==> src/rtl/cmd_rx_pkg.sv <==
package cmd_rx_pkg;

  localparam int unsigned FRAME_BITS_DEF  = 24;
  localparam int unsigned CTRL_BITS_DEF   = 8;
  localparam int unsigned SYNC_STAGES_DEF = 2;

  // Width of a counter that must reach n inclusive.
  function automatic int unsigned cnt_width(input int unsigned n);
    return $clog2(n + 1);
  endfunction

  // True when the bit about to be taken completes the frame.
  function automatic logic frame_done(input int unsigned taken_after, input int unsigned total);
    return taken_after == total;
  endfunction

endpackage

==> src/rtl/cmd_rx_sync.sv <==
module cmd_rx_sync #(
  parameter int unsigned     WIDTH   = 3,
  parameter int unsigned     STAGES  = 2,
  parameter logic [WIDTH-1:0] RST_VAL = '0
) (
  input  logic             clk,
  input  logic             rst,
  input  logic [WIDTH-1:0] d_in,
  output logic [WIDTH-1:0] d_out
);

  logic [STAGES-1:0][WIDTH-1:0] chain_q;

  always_ff @(posedge clk) begin
    if (rst) begin
      for (int s = 0; s < int'(STAGES); s++) chain_q[s] <= RST_VAL;
    end else begin
      chain_q[0] <= d_in;
      for (int s = 1; s < int'(STAGES); s++) chain_q[s] <= chain_q[s-1];
    end
  end

  assign d_out = chain_q[STAGES-1];

endmodule

==> src/rtl/cmd_rx_edge.sv <==
module cmd_rx_edge #(
  parameter int unsigned      WIDTH   = 2,
  parameter logic [WIDTH-1:0] RST_VAL = '0
) (
  input  logic             clk,
  input  logic             rst,
  input  logic [WIDTH-1:0] level,
  output logic [WIDTH-1:0] fall,
  output logic [WIDTH-1:0] rise
);

  logic [WIDTH-1:0] prev_q;

  always_ff @(posedge clk) begin
    if (rst) prev_q <= RST_VAL;
    else     prev_q <= level;
  end

  for (genvar b = 0; b < int'(WIDTH); b++) begin : g_bit
    assign fall[b] = prev_q[b] & ~level[b];
    assign rise[b] = ~prev_q[b] & level[b];
  end

endmodule

==> src/rtl/cmd_rx_shift.sv <==
module cmd_rx_shift
  import cmd_rx_pkg::*;
#(
  parameter int unsigned FRAME_BITS = FRAME_BITS_DEF,
  parameter int unsigned CTRL_BITS  = CTRL_BITS_DEF
) (
  input  logic                             clk,
  input  logic                             rst,
  input  logic                             sel_low,
  input  logic                             sel_fall,
  input  logic                             sel_rise,
  input  logic                             bit_strobe,
  input  logic                             bit_val,
  output logic                             word_valid,
  output logic [CTRL_BITS-1:0]             ctrl_out,
  output logic [FRAME_BITS-CTRL_BITS-1:0]  data_out
);

  localparam int unsigned DATA_BITS = FRAME_BITS - CTRL_BITS;
  localparam int unsigned CNT_W     = cnt_width(FRAME_BITS);

  logic                  armed_q;
  logic                  locked_q;
  logic [CNT_W-1:0]      cnt_q;
  logic [FRAME_BITS-1:0] sh_q;
  logic [CTRL_BITS-1:0]  ctrl_q;
  logic [DATA_BITS-1:0]  data_q;
  logic                  valid_q;

  // Named internal events, visible to the assertions below.
  logic                  take_bit;
  logic                  last_bit;
  logic [FRAME_BITS-1:0] next_sh;

  assign take_bit = armed_q & ~locked_q & sel_low & bit_strobe & ~sel_fall & ~sel_rise;
  assign last_bit = frame_done(32'(cnt_q) + 32'd1, FRAME_BITS);
  assign next_sh  = {sh_q[FRAME_BITS-2:0], bit_val};

  always_ff @(posedge clk) begin
    if (rst) begin
      armed_q  <= 1'b0;
      locked_q <= 1'b0;
      cnt_q    <= '0;
      sh_q     <= '0;
      ctrl_q   <= '0;
      data_q   <= '0;
      valid_q  <= 1'b0;
    end else begin
      valid_q <= 1'b0;
      if (sel_rise) begin
        armed_q  <= 1'b0;
        locked_q <= 1'b0;
        cnt_q    <= '0;
        sh_q     <= '0;
      end else if (sel_fall) begin
        armed_q  <= 1'b1;
        locked_q <= 1'b0;
        cnt_q    <= '0;
        sh_q     <= '0;
      end else if (take_bit) begin
        sh_q  <= next_sh;
        cnt_q <= cnt_q + 1'b1;
        if (last_bit) begin
          locked_q <= 1'b1;
          valid_q  <= 1'b1;
          ctrl_q   <= next_sh[FRAME_BITS-1 -: CTRL_BITS];
          data_q   <= next_sh[DATA_BITS-1:0];
        end
      end
    end
  end

  assign word_valid = valid_q;
  assign ctrl_out   = ctrl_q;
  assign data_out   = data_q;


  cnt_range_chk: assert property (@(posedge clk) disable iff (rst)
    cnt_q <= CNT_W'(FRAME_BITS));


  word_match_chk: assert property (@(posedge clk) disable iff (rst)
    valid_q |-> ({ctrl_q, data_q} == sh_q));


  lock_release_chk: assert property (@(posedge clk) disable iff (rst)
    $rose(locked_q) |-> valid_q);


  valid_one_cycle_chk: assert property (@(posedge clk) disable iff (rst)
    valid_q |=> !valid_q);


  lock_hold_chk: assert property (@(posedge clk) disable iff (rst)
    (locked_q && !sel_rise && !sel_fall) |=> (locked_q && $stable(sh_q)));


  abort_clear_chk: assert property (@(posedge clk) disable iff (rst)
    sel_rise |=> (cnt_q == '0 && !locked_q && !armed_q));


  idle_ignore_chk: assert property (@(posedge clk) disable iff (rst)
    (!sel_low && !sel_rise) |-> (cnt_q == '0));

endmodule

==> src/rtl/cmd_frame_rx.sv <==
module cmd_frame_rx
  import cmd_rx_pkg::*;
#(
  parameter int unsigned FRAME_BITS  = FRAME_BITS_DEF,
  parameter int unsigned CTRL_BITS   = CTRL_BITS_DEF,
  parameter int unsigned SYNC_STAGES = SYNC_STAGES_DEF
) (
  input  logic                            clk,
  input  logic                            rst,
  input  logic                            frame_n_i,
  input  logic                            ser_clk_i,
  input  logic                            ser_dat_i,
  output logic                            word_valid_o,
  output logic [CTRL_BITS-1:0]            ctrl_o,
  output logic [FRAME_BITS-CTRL_BITS-1:0] data_o
);

  // Vector order: [2] frame select, [1] serial clock, [0] serial data.
  localparam logic [2:0] SYNC_RST = 3'b100;
  localparam logic [1:0] EDGE_RST = 2'b10;

  logic [2:0] pins_s;
  logic [1:0] fall_v;
  logic [1:0] rise_v;
  logic       unused_clk_rise;

  cmd_rx_sync #(
    .WIDTH   (3),
    .STAGES  (SYNC_STAGES),
    .RST_VAL (SYNC_RST)
  ) u_sync (
    .clk   (clk),
    .rst   (rst),
    .d_in  ({frame_n_i, ser_clk_i, ser_dat_i}),
    .d_out (pins_s)
  );

  cmd_rx_edge #(
    .WIDTH   (2),
    .RST_VAL (EDGE_RST)
  ) u_edge (
    .clk   (clk),
    .rst   (rst),
    .level (pins_s[2:1]),
    .fall  (fall_v),
    .rise  (rise_v)
  );

  assign unused_clk_rise = rise_v[0];

  cmd_rx_shift #(
    .FRAME_BITS (FRAME_BITS),
    .CTRL_BITS  (CTRL_BITS)
  ) u_shift (
    .clk        (clk),
    .rst        (rst),
    .sel_low    (~pins_s[2]),
    .sel_fall   (fall_v[1]),
    .sel_rise   (rise_v[1]),
    .bit_strobe (fall_v[0]),
    .bit_val    (pins_s[0]),
    .word_valid (word_valid_o),
    .ctrl_out   (ctrl_o),
    .data_out   (data_o)
  );

endmodule

==> config.mk <==
export PLATFORM = sky130hd
export DESIGN_NAME = cmd_frame_rx
export DESIGN_NICKNAME = d
export VERILOG_FILES = /design/src/rtl/cmd_rx_pkg.sv /design/src/rtl/cmd_rx_sync.sv /design/src/rtl/cmd_rx_edge.sv /design/src/rtl/cmd_rx_shift.sv /design/src/rtl/cmd_frame_rx.sv
export SDC_FILE = /design/constraint.sdc
export NUM_CORES = 1
export LEC_CHECK = 0
export BUFFER_PORTS_ARGS = -buffer_cell sky130_fd_sc_hd__buf_2
export CAP_MARGIN = 25
export CORE_ASPECT_RATIO = 1.75
export CORE_MARGIN = 4
export CORE_UTILIZATION = 51
export CTS_CLUSTER_DIAMETER = 120
export DETAILED_ROUTE_END_ITERATION = 8
export GPL_ROUTABILITY_DRIVEN = 0
export GPL_TIMING_DRIVEN = 1
export PLACE_DENSITY = 0.74
export SLEW_MARGIN = 0
export SYNTH_ARGS = -nofsm -noshare
export SYNTH_HDL_FRONTEND = slang
export SYNTH_SLANG_ARGS = --single-unit
==> constraint.sdc <==
create_clock -name clk -period 1.85 [get_ports clk]
set_clock_uncertainty 0.05 [all_clocks]
set_input_delay 0.2775 -clock clk [delete_from_list [all_inputs] [get_ports clk]]
set_output_delay 0.2775 -clock clk [all_outputs]
set_load 0.01 [all_outputs]
# After elaboration in Yosys (flattened, before gate mapping)
# Index checks and enable logic that the tools add are counted.
dict set report word_totals {
  word_cells 34
  out_inout_bits 25
  inputBits 5
  reg_bits 63
}
dict set report op_classes {
  n_mux 1
  bitwise_logic 15
  n_eq_ne 1
  reduce_logical 5
  n_addsub 2
}
# operator n
set op_table {}
lappend op_table {{== test 32 x 5 -> 1 bit, second input constant} 1}
lappend op_table {{bitwise AND 1 bit} 8}
lappend op_table {{inverter 1 bit} 7}
lappend op_table {{adder 5 x 1 -> 6 bit, second input constant} 1}
lappend op_table {{adder 5 x 1 -> 5 bit, second input constant} 1}
lappend op_table {{AND reduction 4 bit} 1}
lappend op_table {{OR reduction 4 bit} 1}
lappend op_table {{OR reduction 3 bit} 1}
lappend op_table {{AND reduction 2 bit} 1}
lappend op_table {{OR reduction 2 bit} 1}
lappend op_table {{two-way mux 1 bit} 1}

# Logic depth before layout (Yosys ltp)
dict set report depth {
  ltp_word 8
  depth_mapped 8
  mapped_depth_nobuf 6
}

# Hierarchy
# A second synthesis with hierarchy kept.
dict set report hier_totals {
  cells_unflattened 223
  hier_area_um2 2487.4
}
# mod seq_area_each_um2 cells_each n_inst area_per_inst_um2
set modules_own_cells {}
lappend modules_own_cells {cmd_rx_shift 1101.1 199 1 2225.9}
lappend modules_own_cells {cmd_rx_sync 120.1 15 1 180.2}
lappend modules_own_cells {cmd_rx_edge 40.0 8 1 77.6}
lappend modules_own_cells {cmd_frame_rx 0.0 1 1 3.8}

# Worst setup path after synthesis
# No wires, ideal clock.
dict set report synth_path {
  kind {register -> register}
  start {reg u_sync.chain_q (netlist bit u_sync.d_out[2])}
  end {reg u_shift.ctrl_q[0] (netlist: u_shift.ctrl_out[0])}
  stages_incl_launch_ff 9
  path_buffers 2
  t_arrival_ns 1.709
  setup_time_ns 0.120
  synth_period_minus_slack_ns 1.879
  t_required_ns 1.680
  path_slack_ns -0.029
  cell_sequence {dfxtp_1 inv_1 ha_1 nor3b_2 and2_1 buf_4 nand4_4 buf_6 mux2i_1}
}
dict set report synth_between {
  elab_chain_cells 6
  elab_cells_between_ends 10
  classes_between {9 x bitwise; 1 x reduce/logical}
}
# element line_no
set synth_rtl {}
lappend synth_rtl {{start, declared} cmd_rx_sync.sv:12} ;# logic [STAGES-1:0][WIDTH-1:0] chain_q;
lappend synth_rtl {{inverter 1 bit (*)} cmd_rx_edge.sv:20} ;# assign fall[b] = prev_q[b] & ~level[b];
lappend synth_rtl {{bitwise AND 1 bit (*)} cmd_rx_edge.sv:20}
lappend synth_rtl {{named net u_shift.sel_fall} cmd_rx_shift.sv:10} ;# input logic sel_fall,
lappend synth_rtl {{inverter 1 bit (*)} cmd_rx_shift.sv:35} ;# assign take_bit = armed_q & ~locked_q & sel_low & bit_strobe & ~sel_fall & ~sel_rise;
lappend synth_rtl {{bitwise AND 1 bit (2 in series)} cmd_rx_shift.sv:35}
lappend synth_rtl {{AND reduction 4 bit (no line) (*)} --}
lappend synth_rtl {{end signal, assigned} cmd_rx_shift.sv:66} ;# ctrl_q <= next_sh[FRAME_BITS-1 -: CTRL_BITS];
lappend synth_rtl {{end, declared} cmd_rx_shift.sv:26} ;# logic [CTRL_BITS-1:0] ctrl_q;
# The timed path passes the listed nets; every way through them passes the cells marked *.
# A chain may end at the register's enable or synchronous reset.

# Worst setup path in the final report
dict set report layout_path {
  start {reg u_sync.chain_q (netlist bit u_sync.d_out[2])}
  end {reg u_shift.data_q[6] (netlist: u_shift.data_out[6])}
}
dict set report layout_between {
  elab_chain_cells 6
  elab_cells_between_ends 10
  classes_between {9 x bitwise; 1 x reduce/logical}
}
# element line_no
set layout_rtl {}
lappend layout_rtl {{inverter 1 bit (*)} cmd_rx_edge.sv:20}
lappend layout_rtl {{bitwise AND 1 bit (*)} cmd_rx_edge.sv:20}
lappend layout_rtl {{named net u_shift.sel_fall} cmd_rx_shift.sv:10}
lappend layout_rtl {{inverter 1 bit (*)} cmd_rx_shift.sv:35}
lappend layout_rtl {{bitwise AND 1 bit (2 in series)} cmd_rx_shift.sv:35}
lappend layout_rtl {{AND reduction 4 bit (no line) (*)} --}
lappend layout_rtl {{end signal, assigned} cmd_rx_shift.sv:67} ;# data_q <= next_sh[DATA_BITS-1:0];
lappend layout_rtl {{end, declared} cmd_rx_shift.sv:27} ;# logic [DATA_BITS-1:0] data_q;
# Marks and branches as above.

==> impl_metrics.toml <==
[finish]
nNetsFinal = 304
multi_input_area_um2 = 1130
layout-drive-gt1-share_pct = 19.6
nFillCells = 440
seqCellArea_um2 = 1260
antennaDiodeCount = 0
instances_no_fill = 353
synthToLayoutAreaGrowth_pct = 18.1
fin_area_um2 = 2920

[clock_network]
clock_sinks = 63
ctsHoldBuffers = 0
cts_buffer_depth = 2
cts_setup_buffers = 0
htreeDepth = 3
path_clk_slew_ns = 0.07
insertion_delay_ns = 0.33
cts_resized = 0
clockRootBuffer = "clkbuf_8"
cts_made_buffers = 9
cts_tree = "done"

[timing]
fmax_mhz = 595
fin_crit_sh_pct = 90.8
setup_viol = 0
fin_setup_tns_ns = 0
tightest_slew_ns = 0.317
layout_min_cycle_time_ns = 1.68
hold_viol_final = 0
fin_ws_ns = 0.170
maxSlewViolCount = 0
rsz0062_at_grt = "no"
timing.max_slew.rel_slack_pct = 78.7

[worst_hold_path]
hp-class = "input port to flip-flop"

[power]
ir_drop_v = 0.00112
p_total_mw = 2.76
power.leakage_nw = 1.28
p_per_area_nw_per_um2 = 945

[synthesis]
yosysSeqAreaShare_pct = 51.0
ys_types = 27
yosys-top-cells-area = "dfxtp_1 (51%), nand2b_1 (12%), mux2i_1 (9.7%)"
syn_avg_cell_area_um2 = 9.41
synth_warnings = 0
async_flop_share_pct = 0
synth_edf_count = 0
postSynthCellCount = 263
yosysTopAreaCellShare_pct = 51.0
synth_area_um2 = 2470
synth.largest_area_cell = "dfxtp_1"
ys_ff_latch = 63
synth_ff_type = "dfxtp_1"
syn_nets = 271

[detailed_routing]
via_count = 1746
via_per_inst = 4.95
drt_first_iter_violations = 60
ant_nets = 0
firstDrtPassIters = 4
wl_um = 4090
wl_per_cell_um = 11.6
post-route-drc-count = 0

[setup_path]
crit_required_ns = 2.02
start_kind = "flip-flop"
arrival_ns = 1.85
crit_type = "flip-flop to flip-flop"
crit_path_end_kind = "flip-flop"
r2r_slack_ns = 0.17
path_max_fanout = 25

[global_route]
grt_pass1_wl_um = 7420
first_global_vias = 1763
grt_usage_pct = 16.2
grt-ovfl-total = 0
antenna_found_initial = 0
grt_max_degree = 30

[die]
core_um2 = 4710
die_area_um2 = 6080
fp-row-count = 33
start_util_pct = 52.6
boundaryPins = 30
die_x_um = 60.7
die_h_um = 100

[job]
drv_cap = 0

[place]
place_inst = 337
portBuffers = 29
dp_hpwl_um = 2700
placed_cell_area_um2 = 2700
post-place-ws_ns = 0.103

[run_status]
status = "complete, no violations"
[area by class of cell]
class	instances	area share, %
Clock inverter	3	2.23
Timing Repair Buffer	38	8.13
Clock buffer	13	5.44
Inverter	2	0.257
Tap cell	52	2.23
Multi-Input combinational cell	182	38.6
Sequential cell	63	43.2
[worst paths after layout]
kind,start,to,cells after the start
worst max-delay path,u_sync.d_out[2],u_shift.data_out[6],7
worst min-delay path,frame_n_i,u_sync.chain_q[2],2
worst max register to register,u_sync.d_out[2],u_shift.data_out[6],7
worst min register to register,u_sync.chain_q[2],u_sync.d_out[2],1
[cells in the mapped netlist, drive strengths merged (2+ instances only)]
master / n
nand4: 3
or2: 3
and2: 3
nand2b: 49
buf: 5
inv: 2
a21oi: 24
nand2: 49
nor2: 7
mux2i: 24
xor2: 3
ha: 3
dfxtp: 63
clkbuf: 11
nor2b: 5
[worst max-delay path, cell delays in order (launching register included)]
cell     delay (ns)
dfxtp_1        0.41
inv_1          0.07
ha_1           0.24
nor3b_2        0.19
and2_4         0.19
nand4_4        0.08
buf_12         0.20
mux2i_1        0.13
[registers in the layout (all words and copies together), names as in the netlist, 2 cells and up]
| register | count |
|---|---|
| u_shift.sh_q | 23 |
| u_edge.prev_q | 2 |
| u_shift.data_out | 16 |
| u_shift.cnt_q | 5 |
| u_shift.ctrl_out | 8 |
| u_sync.d_out | 3 |
| u_sync.chain_q | 3 |
[through the flow]
step / util (%) / hold WS (ns)
5_1_grt: 62.1 / 0.0743
2_1_floorplan: - / 0.331
6_report: 62.1 / 0.0696
3_5_place_dp: 57.3 / 0.349
4_1_cts: 62.0 / 0.0508
3_3_place_gp: 57.3 / 0.347
[power by group]
part | total [mW] | switching [mW] | internal [mW]
Clock | 1.32 | 0.489 | 0.831
Sequential | 1.37 | 0.00431 | 1.36
Combinational | 0.0730 | 0.0364 | 0.0367
Total | 2.76 | 0.530 | 2.23
[cell families (layout without fill, tap and decap cells)]
kind of cell / after synthesis / count (layout) / synth area share, %
AND/OR/NAND/NOR: 125 / 125 / 27.5
AO/OA/AOI/OAI: 26 / 26 / 5.31
adder cells (fa/ha/maj): 3 / 3 / 1.52
buffers and inverters: 18 / 56 / 3.59
multiplexers: 24 / 24 / 9.71
flip-flops: 63 / 63 / 51.0
XOR/XNOR: 4 / 4 / 1.42
[per-layer routing]
metal,up-vias,GRT usage (%),share of wire [%]
met4,0,9.02,2.6
met1,786,18.5,43
li1,914,-,-
met3,8,5.02,5.5
met2,38,26.0,49
met5,-,0,0
[cell usage in the layout, fill, tap and decap left out, drive strengths merged]
master and count:
xnor2 1, a21oi 24, nand2 49, nand3 1
nor3b 1, bufinv 2, nand4b 1, a31oi 1
o21ai 1, dfxtp 63, nor4b 1, nor3 1
ha 3, mux2i 24, or2 3, and2 3
xor2 3, nor2 7, clkbuf 13, inv 2
nor2b 5, clkinv 1, nand4 3, nand2b 49
or3 1, buf 38
No activity file was read; power rests on OpenSTA's default activity.
